### src/rtl/sseq_pkg.sv
package sseq_pkg;

    typedef enum logic [2:0] {
        S_IDLE,
        S_LOAD,
        S_ISSUE,
        S_WAIT_RSP,
        S_STORE,
        S_DONE
    } seq_state_t;

    localparam logic [1:0] SPLIT_WIDE_TAIL = 2'd0;
    localparam logic [1:0] SPLIT_HALVES    = 2'd1;
    localparam logic [1:0] SPLIT_THIRDS    = 2'd2;
    localparam logic [1:0] SPLIT_HEAD_WIDE = 2'd3;

endpackage

### src/rtl/sseq_split_dec.sv
module sseq_split_dec
    import sseq_pkg::*;
#(
    parameter int RES_W = 24,
    parameter int SUB_W = 16,
    parameter int LEN_W = 5
) (
    input  logic [1:0]       code,
    input  logic [1:0]       sub,
    output logic [LEN_W-1:0] len,
    output logic             last
);
    localparam int TAIL_LEN  = RES_W - SUB_W;
    localparam int HALF_LEN  = RES_W / 2;
    localparam int THIRD_LEN = RES_W / 3;

    always_comb begin
        len  = '0;
        last = 1'b0;
        unique case (code)
            SPLIT_WIDE_TAIL: begin
                len  = (sub == 2'd0) ? LEN_W'(SUB_W) : LEN_W'(TAIL_LEN);
                last = (sub != 2'd0);
            end
            SPLIT_HALVES: begin
                len  = LEN_W'(HALF_LEN);
                last = (sub != 2'd0);
            end
            SPLIT_THIRDS: begin
                len  = LEN_W'(THIRD_LEN);
                last = (sub == 2'd2);
            end
            SPLIT_HEAD_WIDE: begin
                len  = (sub == 2'd0) ? LEN_W'(TAIL_LEN) : LEN_W'(SUB_W);
                last = (sub != 2'd0);
            end
        endcase
    end
endmodule

### src/rtl/sseq_entry_sel.sv
module sseq_entry_sel #(
    parameter int N_SENS = 4,
    parameter int CS_W   = 2,
    parameter int IDX_W  = 2
) (
    input  logic [N_SENS*CS_W-1:0] tbl_cs,
    input  logic [N_SENS*2-1:0]    tbl_split,
    input  logic [N_SENS-1:0]      tbl_narrow,
    input  logic [IDX_W-1:0]       idx,
    output logic [CS_W-1:0]        sel_cs,
    output logic [1:0]             sel_split,
    output logic                   sel_narrow
);
    logic [CS_W-1:0] cs_arr    [N_SENS];
    logic [1:0]      split_arr [N_SENS];

    for (genvar g = 0; g < N_SENS; g++) begin : g_unpack
        assign cs_arr[g]    = tbl_cs[g*CS_W +: CS_W];
        assign split_arr[g] = tbl_split[g*2 +: 2];
    end

    assign sel_cs     = cs_arr[idx];
    assign sel_split  = split_arr[idx];
    assign sel_narrow = tbl_narrow[idx];
endmodule

### src/rtl/sseq_accum.sv
module sseq_accum #(
    parameter int RES_W = 24,
    parameter int SUB_W = 16,
    parameter int LEN_W = 5
) (
    input  logic             clk,
    input  logic             rst_n,
    input  logic             clr,
    input  logic             take,
    input  logic [LEN_W-1:0] len,
    input  logic [SUB_W-1:0] din,
    output logic [RES_W-1:0] acc
);
    logic [RES_W-1:0] mask;
    logic [RES_W-1:0] din_ext;

    always_comb begin
        mask    = (RES_W'(1) << len) - RES_W'(1);
        din_ext = RES_W'(din) & mask;
    end

    always_ff @(posedge clk) begin
        if (!rst_n) begin
            acc <= '0;
        end else if (clr) begin
            acc <= '0;
        end else if (take) begin
            acc <= (acc << len) | din_ext;
        end
    end


    acc_clear_chk: assert property (@(posedge clk) disable iff (!rst_n)
        clr |=> (acc == '0));
endmodule

### src/rtl/spi_sensor_seq.sv
module spi_sensor_seq
    import sseq_pkg::*;
#(
    parameter int N_SENS       = 4,
    parameter int CS_W         = 2,
    parameter int RES_W        = 24,
    parameter int SUB_W        = 16,
    parameter int NARROW_SHIFT = 4,
    localparam int LEN_W       = $clog2(SUB_W + 1),
    localparam int IDX_W       = $clog2(N_SENS),
    localparam int CNT_W       = $clog2(N_SENS + 1)
) (
    input  logic                   clk,
    input  logic                   rst_n,
    input  logic                   start,
    input  logic                   clr_irq,
    input  logic [CNT_W-1:0]       tbl_count,
    input  logic [N_SENS*CS_W-1:0] tbl_cs,
    input  logic [N_SENS*2-1:0]    tbl_split,
    input  logic [N_SENS-1:0]      tbl_narrow,
    output logic                   cmd_valid,
    input  logic                   cmd_ready,
    output logic [CS_W-1:0]        cmd_cs,
    output logic [LEN_W-1:0]       cmd_len,
    output logic                   cmd_last,
    input  logic                   rsp_valid,
    input  logic [SUB_W-1:0]       rsp_data,
    output logic                   wr_en,
    output logic [IDX_W-1:0]       wr_addr,
    output logic [RES_W-1:0]       wr_data,
    output logic                   busy,
    output logic                   irq
);
    seq_state_t       state_q, state_d;
    logic [IDX_W-1:0] idx_q, idx_d;
    logic [1:0]       sub_q, sub_d;
    logic             irq_q;

    logic [CNT_W-1:0] eff_cnt;
    logic             final_entry;
    logic [CS_W-1:0]  ent_cs;
    logic [1:0]       ent_split;
    logic             ent_narrow;
    logic [LEN_W-1:0] sub_len;
    logic             sub_last;
    logic [RES_W-1:0] acc;
    logic             acc_clr;
    logic             acc_take;

    assign eff_cnt     = (tbl_count > CNT_W'(N_SENS)) ? CNT_W'(N_SENS) : tbl_count;
    assign final_entry = (CNT_W'(idx_q) == eff_cnt - CNT_W'(1));

    sseq_entry_sel #(
        .N_SENS (N_SENS),
        .CS_W   (CS_W),
        .IDX_W  (IDX_W)
    ) u_sel (
        .tbl_cs     (tbl_cs),
        .tbl_split  (tbl_split),
        .tbl_narrow (tbl_narrow),
        .idx        (idx_q),
        .sel_cs     (ent_cs),
        .sel_split  (ent_split),
        .sel_narrow (ent_narrow)
    );

    sseq_split_dec #(
        .RES_W (RES_W),
        .SUB_W (SUB_W),
        .LEN_W (LEN_W)
    ) u_dec (
        .code (ent_split),
        .sub  (sub_q),
        .len  (sub_len),
        .last (sub_last)
    );

    assign acc_clr  = (state_q == S_LOAD);
    assign acc_take = (state_q == S_WAIT_RSP) && rsp_valid;

    sseq_accum #(
        .RES_W (RES_W),
        .SUB_W (SUB_W),
        .LEN_W (LEN_W)
    ) u_acc (
        .clk   (clk),
        .rst_n (rst_n),
        .clr   (acc_clr),
        .take  (acc_take),
        .len   (sub_len),
        .din   (rsp_data),
        .acc   (acc)
    );

    // next-state logic
    always_comb begin
        state_d = state_q;
        idx_d   = idx_q;
        sub_d   = sub_q;
        unique case (state_q)
            S_IDLE: begin
                if (start) begin
                    idx_d   = '0;
                    state_d = (eff_cnt == '0) ? S_DONE : S_LOAD;
                end
            end
            S_LOAD: begin
                sub_d   = '0;
                state_d = S_ISSUE;
            end
            S_ISSUE: begin
                if (cmd_ready) state_d = S_WAIT_RSP;
            end
            S_WAIT_RSP: begin
                if (rsp_valid) begin
                    if (sub_last) begin
                        state_d = S_STORE;
                    end else begin
                        sub_d   = sub_q + 2'd1;
                        state_d = S_ISSUE;
                    end
                end
            end
            S_STORE: begin
                if (final_entry) begin
                    state_d = S_DONE;
                end else begin
                    idx_d   = idx_q + IDX_W'(1);
                    state_d = S_LOAD;
                end
            end
            S_DONE: state_d = S_IDLE;
            default: state_d = S_IDLE;
        endcase
    end

    // state register
    always_ff @(posedge clk) begin
        if (!rst_n) begin
            state_q <= S_IDLE;
            idx_q   <= '0;
            sub_q   <= '0;
            irq_q   <= 1'b0;
        end else begin
            state_q <= state_d;
            idx_q   <= idx_d;
            sub_q   <= sub_d;
            if (state_q == S_DONE) begin
                irq_q <= 1'b1;
            end else if (clr_irq) begin
                irq_q <= 1'b0;
            end
        end
    end

    // outputs
    always_comb begin
        cmd_valid = (state_q == S_ISSUE);
        cmd_cs    = ent_cs;
        cmd_len   = sub_len;
        cmd_last  = sub_last;
        wr_en     = (state_q == S_STORE);
        wr_addr   = idx_q;
        wr_data   = ent_narrow ? (acc >> NARROW_SHIFT) : acc;
        busy      = (state_q != S_IDLE);
        irq       = irq_q;
    end


    cmd_hold_chk: assert property (@(posedge clk) disable iff (!rst_n)
        (cmd_valid && !cmd_ready) |=>
            (cmd_valid && $stable(cmd_len) && $stable(cmd_cs) && $stable(cmd_last)));


    irq_with_busy_fall_chk: assert property (@(posedge clk) disable iff (!rst_n)
        $rose(irq) |-> $fell(busy));


    wr_slot_range_chk: assert property (@(posedge clk) disable iff (!rst_n)
        wr_en |-> (busy && (CNT_W'(wr_addr) < eff_cnt)));


    sub_len_range_chk: assert property (@(posedge clk) disable iff (!rst_n)
        cmd_valid |-> ((cmd_len >= LEN_W'(4)) && (cmd_len <= LEN_W'(SUB_W))));


    busy_hold_chk: assert property (@(posedge clk) disable iff (!rst_n)
        (busy && (state_q != S_DONE)) |=> busy);


    empty_run_chk: assert property (@(posedge clk) disable iff (!rst_n)
        (!busy && start && (eff_cnt == '0)) |=> (busy && !cmd_valid && !wr_en));
endmodule

### config.mk
export PLATFORM = sky130hd
export DESIGN_NAME = spi_sensor_seq
export DESIGN_NICKNAME = d
export VERILOG_FILES = /design/src/rtl/sseq_pkg.sv /design/src/rtl/sseq_split_dec.sv /design/src/rtl/sseq_entry_sel.sv /design/src/rtl/sseq_accum.sv /design/src/rtl/spi_sensor_seq.sv
export SDC_FILE = /design/constraint.sdc
export NUM_CORES = 1
export LEC_CHECK = 0
export BUFFER_PORTS_ARGS = -buffer_cell sky130_fd_sc_hd__buf_2
export CORE_MARGIN = 4
export CORE_UTILIZATION = 31
export CTS_CLUSTER_SIZE = 30
export DETAILED_ROUTE_END_ITERATION = 8
export GPL_TIMING_DRIVEN = 0
export REMOVE_ABC_BUFFERS = 1
export SLEW_MARGIN = 40
export SYNTH_ARGS = -nofsm -noshare
export SYNTH_HDL_FRONTEND = slang
export SYNTH_HIERARCHICAL = 1
export SYNTH_SLANG_ARGS = --single-unit
### constraint.sdc
create_clock -name clk -period 4.13 [get_ports clk]
set_input_delay 0 -clock clk [delete_from_list [all_inputs] [get_ports clk]]
set_output_delay 0 -clock clk [all_outputs]
set_load 0.005 [all_outputs]
==> results of run 1 <==
[state kept, by name (all words and copies together) (netlist names)]
signal,flops
wr_addr,2
u_acc/acc,24
state_q,3
irq,1
sub_q,2
[cells in the mapped netlist (all sizes together) (6+ instances only)]
| cell type | n | area, um2 |
|---|---|---|
| clkbuf | 11 | 42.5 |
| mux4 | 11 | 248 |
| a31oi | 11 | 68.8 |
| a221oi | 7 | 78.8 |
| a21oi | 26 | 130 |
| inv | 10 | 37.5 |
| mux2 | 39 | 447 |
| nand2b | 8 | 50.1 |
| nor2b | 9 | 56.3 |
| nor2 | 32 | 128 |
| o21ai | 43 | 215 |
| nand3 | 7 | 35.0 |
| a22oi | 8 | 65.1 |
| nand2 | 45 | 169 |
| nor3 | 9 | 50.1 |
| buf | 24 | 200 |
| a211oi | 6 | 50.1 |
| mux2i | 24 | 253 |
| dfxtp | 32 | 641 |
[worst max-delay path by stage]
stage                                        from                         end  slack [ps]  depth (start not counted)
after CTS                 wr_addr[0]$_SDFFE_PN0P_   u_acc/acc[8]$_SDFFE_PP0P_          80                         11
after global routing      wr_addr[0]$_SDFFE_PN0P_   u_acc/acc[8]$_SDFFE_PP0P_         140                         11
final                     wr_addr[0]$_SDFFE_PN0P_   u_acc/acc[8]$_SDFFE_PP0P_         390                         11
after global placement    wr_addr[0]$_SDFFE_PN0P_  u_acc/acc[12]$_SDFFE_PP0P_       -1180                         10
after floorplan           wr_addr[0]$_SDFFE_PN0P_  u_acc/acc[12]$_SDFFE_PP0P_        -140                         10
after detailed placement  wr_addr[0]$_SDFFE_PN0P_   u_acc/acc[8]$_SDFFE_PP0P_        -260                         11
[through the flow]
step	hold WS, ps	worst slack, ps
2_1_floorplan	122	-143
5_1_grt	16.6	137
3_5_place_dp	276	-260
6_report	30.8	387
4_1_cts	20.2	84.7
3_3_place_gp	271	-1180
[layout by cell type, fill, tap and decap left out, types with 3 or more instances in the layout]
cell type,count
sky130_fd_sc_hd__buf_2,80
sky130_fd_sc_hd__nand2_1,45
sky130_fd_sc_hd__o21ai_0,38
sky130_fd_sc_hd__dfxtp_1,31
sky130_fd_sc_hd__nor2_1,28
sky130_fd_sc_hd__a21oi_1,26
sky130_fd_sc_hd__mux2i_1,23
sky130_fd_sc_hd__mux2_1,21
sky130_fd_sc_hd__mux2_2,16
sky130_fd_sc_hd__dlygate4sd3_1,11
sky130_fd_sc_hd__mux4_2,11
sky130_fd_sc_hd__a31oi_1,11
sky130_fd_sc_hd__inv_1,9
sky130_fd_sc_hd__nand2b_1,8
sky130_fd_sc_hd__nor2b_1,8
sky130_fd_sc_hd__a22oi_1,7
sky130_fd_sc_hd__nand3_1,7
sky130_fd_sc_hd__nor3_1,7
sky130_fd_sc_hd__clkbuf_8,6
sky130_fd_sc_hd__a221oi_1,6
sky130_fd_sc_hd__a211oi_1,5
sky130_fd_sc_hd__o22ai_1,4
sky130_fd_sc_hd__o21ai_1,4
sky130_fd_sc_hd__o211ai_1,4
sky130_fd_sc_hd__nor2_4,3
sky130_fd_sc_hd__or3_1,3
sky130_fd_sc_hd__nor3b_1,3
sky130_fd_sc_hd__a22o_1,3
sky130_fd_sc_hd__o31ai_1,3
sky130_fd_sc_hd__o221ai_1,3
[cell families (layout without fill, tap and decap cells)]
logic type	Yosys count	after routing	share of synthesized area [%]
AOI/OAI and AO/OA	131	131	24.9
xor gates and xnor gates	3	3	0.767
adders and majority gates	2	2	0.731
buffers and inverters	47	114	8.40
DFF	32	32	18.7
muxes	74	74	27.7
other	1	2	0.110
and+or+nand+nor	132	132	18.7
[metal layers]
layer  up-vias  global-route usage (%)  routed length, um  share of wire (%)
met4         0                    4.33                238                2.2
li1       1704                       -                  -                  -
met5         -                       0                  0                  0
met2       155                    26.5               4920                 45
met3        21                    3.26                864                7.9
met1      1656                    23.6               4920                 45
[final cells by class]
type,instances,area (um2)
clock buffer,6,82.6
inverter,12,45.0
clock inverter,2,10.0
sequential,32,642
tap,140,175
timing repair buffer,94,564
multi-input combinational,344,2540
fill,1152,6780
[worst register-to-register path: cells and delay by family (launching register included)]
kind	cells	cell delay, ps
simple gates	5	1440
mux	2	770
compound gates	3	690
flops	1	490
fa+ha+maj	1	300
[repair_timing]
| item | in CTS | in global routing |
|---|---|---|
| buffers inserted | 0 | 0 |
| resized for setup | 2 | 3 |
| hold buffers | 11 | 0 |
| hold endpoints to repair | 11 | 0 |
| endpoints found under the setup margin | 2 | 2 |
[power by group through the flow]
| stage | registers (W) | clock network, W | logic (W) |
|---|---|---|---|
| floorplan | 0.000333 | 0 | 0.000146 |
| global placement | 0.000338 | 0 | 0.000212 |
| detailed placement | 0.000338 | 0 | 0.000222 |
| CTS | 0.000331 | 0.000267 | 0.000231 |
| global route | 0.000333 | 0.000280 | 0.000264 |
| finish | 0.000331 | 0.000263 | 0.000241 |
==> out/qor.yml, run 1 <==
outcome: "finished, final reports clean"
yosys_most_used_dff: "sky130_fd_sc_hd__dfxtp_1"
critical_path_peak_fanout: 23
power.internal_w: 0.000550
avgViaCountPerCell: 5.61
fin_clk_skew_ps: 11.1
critPathArrivalTime_ps: 3960
htree_levels: 2
power_frac_seq_pct: 39.7
wirelength_um: 10900
hold_path.class: "in2reg"
globalRouteTotalUtil_pct: 16.8
utilization_pct: 37.4
postSynth.asyncResetShare_pct: 0
power_frac_clock_pct: 31.5
ys_seq_elements: 32
tightestPinTransition_ps: 792
syn-cell-area_mm2: 0.00342
ff2ff_setup_slack_ps: 390
ant_nets: 0
count_of_mapped_cells_out_of_synthesis: 422
worst_setup_hold_path_clk_slew_ps: 80
cts.root.buffer_cell: "sky130_fd_sc_hd__clkbuf_8"
chipHeight_um: 113
fp.dieW_um: 113
max_slew_margin_pct: 46.9
seq_area_frac_synth_pct: 18.7
tritoncts: "yes"
ios: 83
worst_setup_path_end_kind: "register"
worstHoldEndpoint: "u_acc/acc[14]$_SDFFE_PP0P_"
detailedRoute.firstIterationViolations: 381
rr_worst_depth: 11
vdd_drop_max_mv: 0.112
crit_top_cell: "sky130_fd_sc_hd__nand2_1"
drt_pass1_iterations: 6
logic_gate_share_of_total_power_pct: 28.8
portion_of_the_clock_cycle_consumed_by_the_worst_path_in_the_final_layout_pct: 90.6
grt_pass1_vias: 3403
synth_enable_flop_cells: 0
worstPathCellList: "mux4_2, or4_1, o21a_2, nor3_4, nand2_1, ha_2, nor3_2, mux2i_1, o32ai_1, nand2_1, a31oi_1"
dp_cells: 611
final_period_minus_worst_setup_slack_ps: 3740
timing.final.max_slew_violations: 0
finalNetCount: 536
worst_path_max_delay_cell: "sky130_fd_sc_hd__mux4_2"
detailed_place.area_mm2: 0.00384
post_synth.cell_area_avg_um2: 8.12
initial_core_util_pct: 31.6
grt_pass1_wl_um: 17600
drv.max_cap_violation_count: 0
insertion_delay_ps: 290
holdPathStages: 3
power.total_w: 0.000835
switching_fraction_pct: 34.1
finalWeightedCongestion: 0.907
finalSetupViolCount: 0
non_filler_instance_count_after_layout: 630
yosysWarnings: 6
critical_path_required_ps: 4350
globalRouteOverflowTotal: 0
final-hold-violation-count: 0
placementRows: 38
leakage_component_of_the_power_nw: 1.66
antenna_cells: 0
grt_start_max_net_pins: 46
worst-setup-path-type: "reg2reg"
io_buffer_count: 80
detailedPlacementHpwl_um: 7940
max_frequency_mhz: 267
unrepaired_setup_endpoints_after_global_routing: "no"
layout-drive-gt1-share_pct: 28.8
cp_num_buf_inv: 0
stdcell_area_mm2: 0.00406
reg2reg_from: "wr_addr[0]$_SDFFE_PN0P_"
r2r-end: "u_acc/acc[8]$_SDFFE_PP0P_"
clockBufferDepth: 2
numCtsBuffers: 5
worstHoldStart: "rsp_data[14]"
core_mm2: 0.0108
drt-wirelength-per-cell_um: 17.4
drc: 0
synth_cell_type_count: 69
cts.sinks: 32
worst_path_largest_cell_delay_ps: 620
grt_antenna_before_repair: 0
die-area_mm2: 0.0128
switching_power_w: 0.000285
layout_overhead_on_the_synthesized_area_pct: 18.5
num_vias: 3536
fin_tns_setup_ps: 0
pwrdens_mw_per_mm2: 206
crit_path_start_kind: "register"
worst_path_dominant_cell_family: "simple AND/OR/NAND/NOR gates"
No activity file was read; power rests on OpenSTA's default activity.
==> inputs of run 2 (changes only) <==
--- a/config.mk
+++ b/config.mk
@@ -11,6 +11,7 @@
 export CTS_CLUSTER_SIZE = 30
 export DETAILED_ROUTE_END_ITERATION = 8
 export GPL_TIMING_DRIVEN = 0
+export PLACE_DENSITY = 0.47
 export REMOVE_ABC_BUFFERS = 1
 export SLEW_MARGIN = 40
 export SYNTH_ARGS = -nofsm -noshare
==> out/qor.yml, run 2 (synthesized netlist as in run 1, its figures left out) <==
detailedPlacementHpwl_um: 8280  # +4.3%
io_buffer_count: 80  # unchanged
grt_antenna_before_repair: 0  # unchanged
stdcell_area_mm2: 0.00406  # unchanged
ant_nets: 0  # unchanged
cts.root.buffer_cell: "sky130_fd_sc_hd__clkbuf_8"
hold_path.class: "in2reg"
finalWeightedCongestion: 0.898  # -0.98%
critPathArrivalTime_ps: 4040  # +80 ps
final-hold-violation-count: 0  # unchanged
numCtsBuffers: 5  # unchanged
tritoncts: "yes"
initial_core_util_pct: 31.6  # unchanged
drv.max_cap_violation_count: 0  # unchanged
worst_setup_path_end_kind: "register"
die-area_mm2: 0.0128  # unchanged
power.total_w: 0.000843  # +1.0%
unrepaired_setup_endpoints_after_global_routing: "no"
vdd_drop_max_mv: 0.122  # +9.2%
drt_pass1_iterations: 5  # -1
worst-setup-path-type: "reg2reg"
pwrdens_mw_per_mm2: 208  # +1.0%
switching_fraction_pct: 33.0  # -1.1 points
grt_pass1_vias: 3485  # +2.4%
num_vias: 3541  # +0.14%
power_frac_clock_pct: 32.1  # +0.6 points
fp.dieW_um: 113  # unchanged
layout_overhead_on_the_synthesized_area_pct: 18.5  # unchanged
core_mm2: 0.0108  # unchanged
critical_path_peak_fanout: 15  # -35%
reg_top3: "u_acc/acc: 24 flops, state_q: 3 flops"
max_slew_margin_pct: 53.7  # +6.8 points
wirelength_um: 11500  # +4.7%
fillerInstances: 1199  # +4.1%
portion_of_the_clock_cycle_consumed_by_the_worst_path_in_the_final_layout_pct: 92.6  # +2.0 points
worst_setup_hold_path_clk_slew_ps: 70  # about the same
cts_setup_buffers: 0  # unchanged
grt_pass1_wl_um: 18600  # +5.3%
ff2ff_setup_slack_ps: 300  # -80 ps
layout-drive-gt1-share_pct: 28.2  # -0.55 points
grt_start_max_net_pins: 46  # unchanged
detailed_place.area_mm2: 0.00383  # -0.13%
power.internal_w: 0.000565  # +2.6%
insertion_delay_ps: 280  # about the same
htree_levels: 2  # unchanged
outcome: "finished, final reports clean"
non_filler_instance_count_after_layout: 629  # -0.16%
clockBufferDepth: 2  # unchanged
crit_path_start_kind: "register"
mostFrequentLayoutCells: "sky130_fd_sc_hd__buf_2 (80), sky130_fd_sc_hd__nand2_1 (45), sky130_fd_sc_hd__o21ai_0 (38)"
cts.sinks: 32  # unchanged
detailedRoute.firstIterationViolations: 237  # -38%
globalRouteTotalUtil_pct: 17.8  # +0.99 points
finalSetupViolCount: 0  # unchanged
logic_gate_share_of_total_power_pct: 28.6  # -0.2 points
antenna_cells: 0  # unchanged
timing.final.max_slew_violations: 0  # unchanged
switching_power_w: 0.000278  # -2.1%
finalNetCount: 536  # unchanged
critical_path_required_ps: 4350  # about the same
final_period_minus_worst_setup_slack_ps: 3830  # +82.6 ps
chipHeight_um: 113  # unchanged
max_frequency_mhz: 261  # -2.2%
ios: 83  # unchanged
largest_reg_flops: 24  # unchanged
max_flop_register: "u_acc/acc"
dp_cells: 611  # unchanged
avgViaCountPerCell: 5.63  # +0.30%
globalRouteOverflowTotal: 0  # unchanged
placementRows: 38  # unchanged
drt-wirelength-per-cell_um: 18.2  # +4.9%
layout_commonest_cell: "sky130_fd_sc_hd__buf_2"
fin_clk_skew_ps: 6.96  # -4.14 ps
tightestPinTransition_ps: 692  # -101 ps
leakage_component_of_the_power_nw: 1.66  # about the same
power_frac_seq_pct: 39.3  # -0.4 points
drc: 0  # unchanged
## run 2: cell type report
class	count	area, um2	share of cell area (%)
Inverter	12	45.0	1.11
Sequential cell	32	642	15.8
Tap cell	140	175	4.32
Multi-Input combinational cell	344	2550	62.8
Timing Repair Buffer	94	552	13.6
Clock buffer	7	96.3	2.37
## run 2: what timing repair did
action                     in CTS  in global routing
hold endpoints to repair       11                  0
hold buffers                   11                  0
resized for setup               1                  2
setup endpoints to repair       1                  2
## run 2: layer usage
| layer | GRT usage, % | up-vias | share of wire [%] |
|---|---|---|---|
| met5 | 0 | - | 0 |
| met4 | 4.49 | 0 | 1.5 |
| met3 | 2.83 | 16 | 5.8 |
| met2 | 27.4 | 129 | 46 |
| met1 | 26.0 | 1688 | 47 |
| li1 | - | 1708 | - |
## run 2: worst max-delay path, stage by stage, from the launching register on
cell and delay (ps):
sky130_fd_sc_hd__dfxtp_2 480, sky130_fd_sc_hd__mux4_2 610, sky130_fd_sc_hd__or4_1 600, sky130_fd_sc_hd__o21a_1 290, sky130_fd_sc_hd__nor3_4 360, sky130_fd_sc_hd__nand2_1 120
sky130_fd_sc_hd__ha_1 390, sky130_fd_sc_hd__nor3_2 300, sky130_fd_sc_hd__mux2i_1 120, sky130_fd_sc_hd__o32ai_1 250, sky130_fd_sc_hd__nand2_1 100, sky130_fd_sc_hd__a31oi_1 130
## run 2: stage by stage
stage               setup WS (ps)  util (%)  TNS (ps)  hold slack [ps]
global route                 39.2      37.4         0             23.9
global placement            -1330      34.7    -21680              266
floorplan                    -143         -      -333              122
detailed placement          -58.0      35.4     -58.0              268
CTS                           101      37.3         0             21.4
finish                        305      37.4         0             27.7
## run 2: final timing paths
kind	cells past startpoint	start	to
max	11	wr_addr[0]$_SDFFE_PN0P_	u_acc/acc[8]$_SDFFE_PP0P_
min	3	rsp_data[14]	u_acc/acc[14]$_SDFFE_PP0P_
max reg2reg	11	wr_addr[0]$_SDFFE_PN0P_	u_acc/acc[8]$_SDFFE_PP0P_
min reg2reg	2	sub_q[0]$_SDFFE_PN0P_	sub_q[0]$_SDFFE_PN0P_
## run 2: power groups by stage
stage / clock [W] / combinational, W / sequential [W]
after global routing: 0.000295 / 0.000264 / 0.000334
after CTS: 0.000281 / 0.000232 / 0.000331
final: 0.000271 / 0.000241 / 0.000332
after global placement: 0 / 0.000216 / 0.000338
after detailed placement: 0 / 0.000223 / 0.000339
after floorplan: 0 / 0.000146 / 0.000333
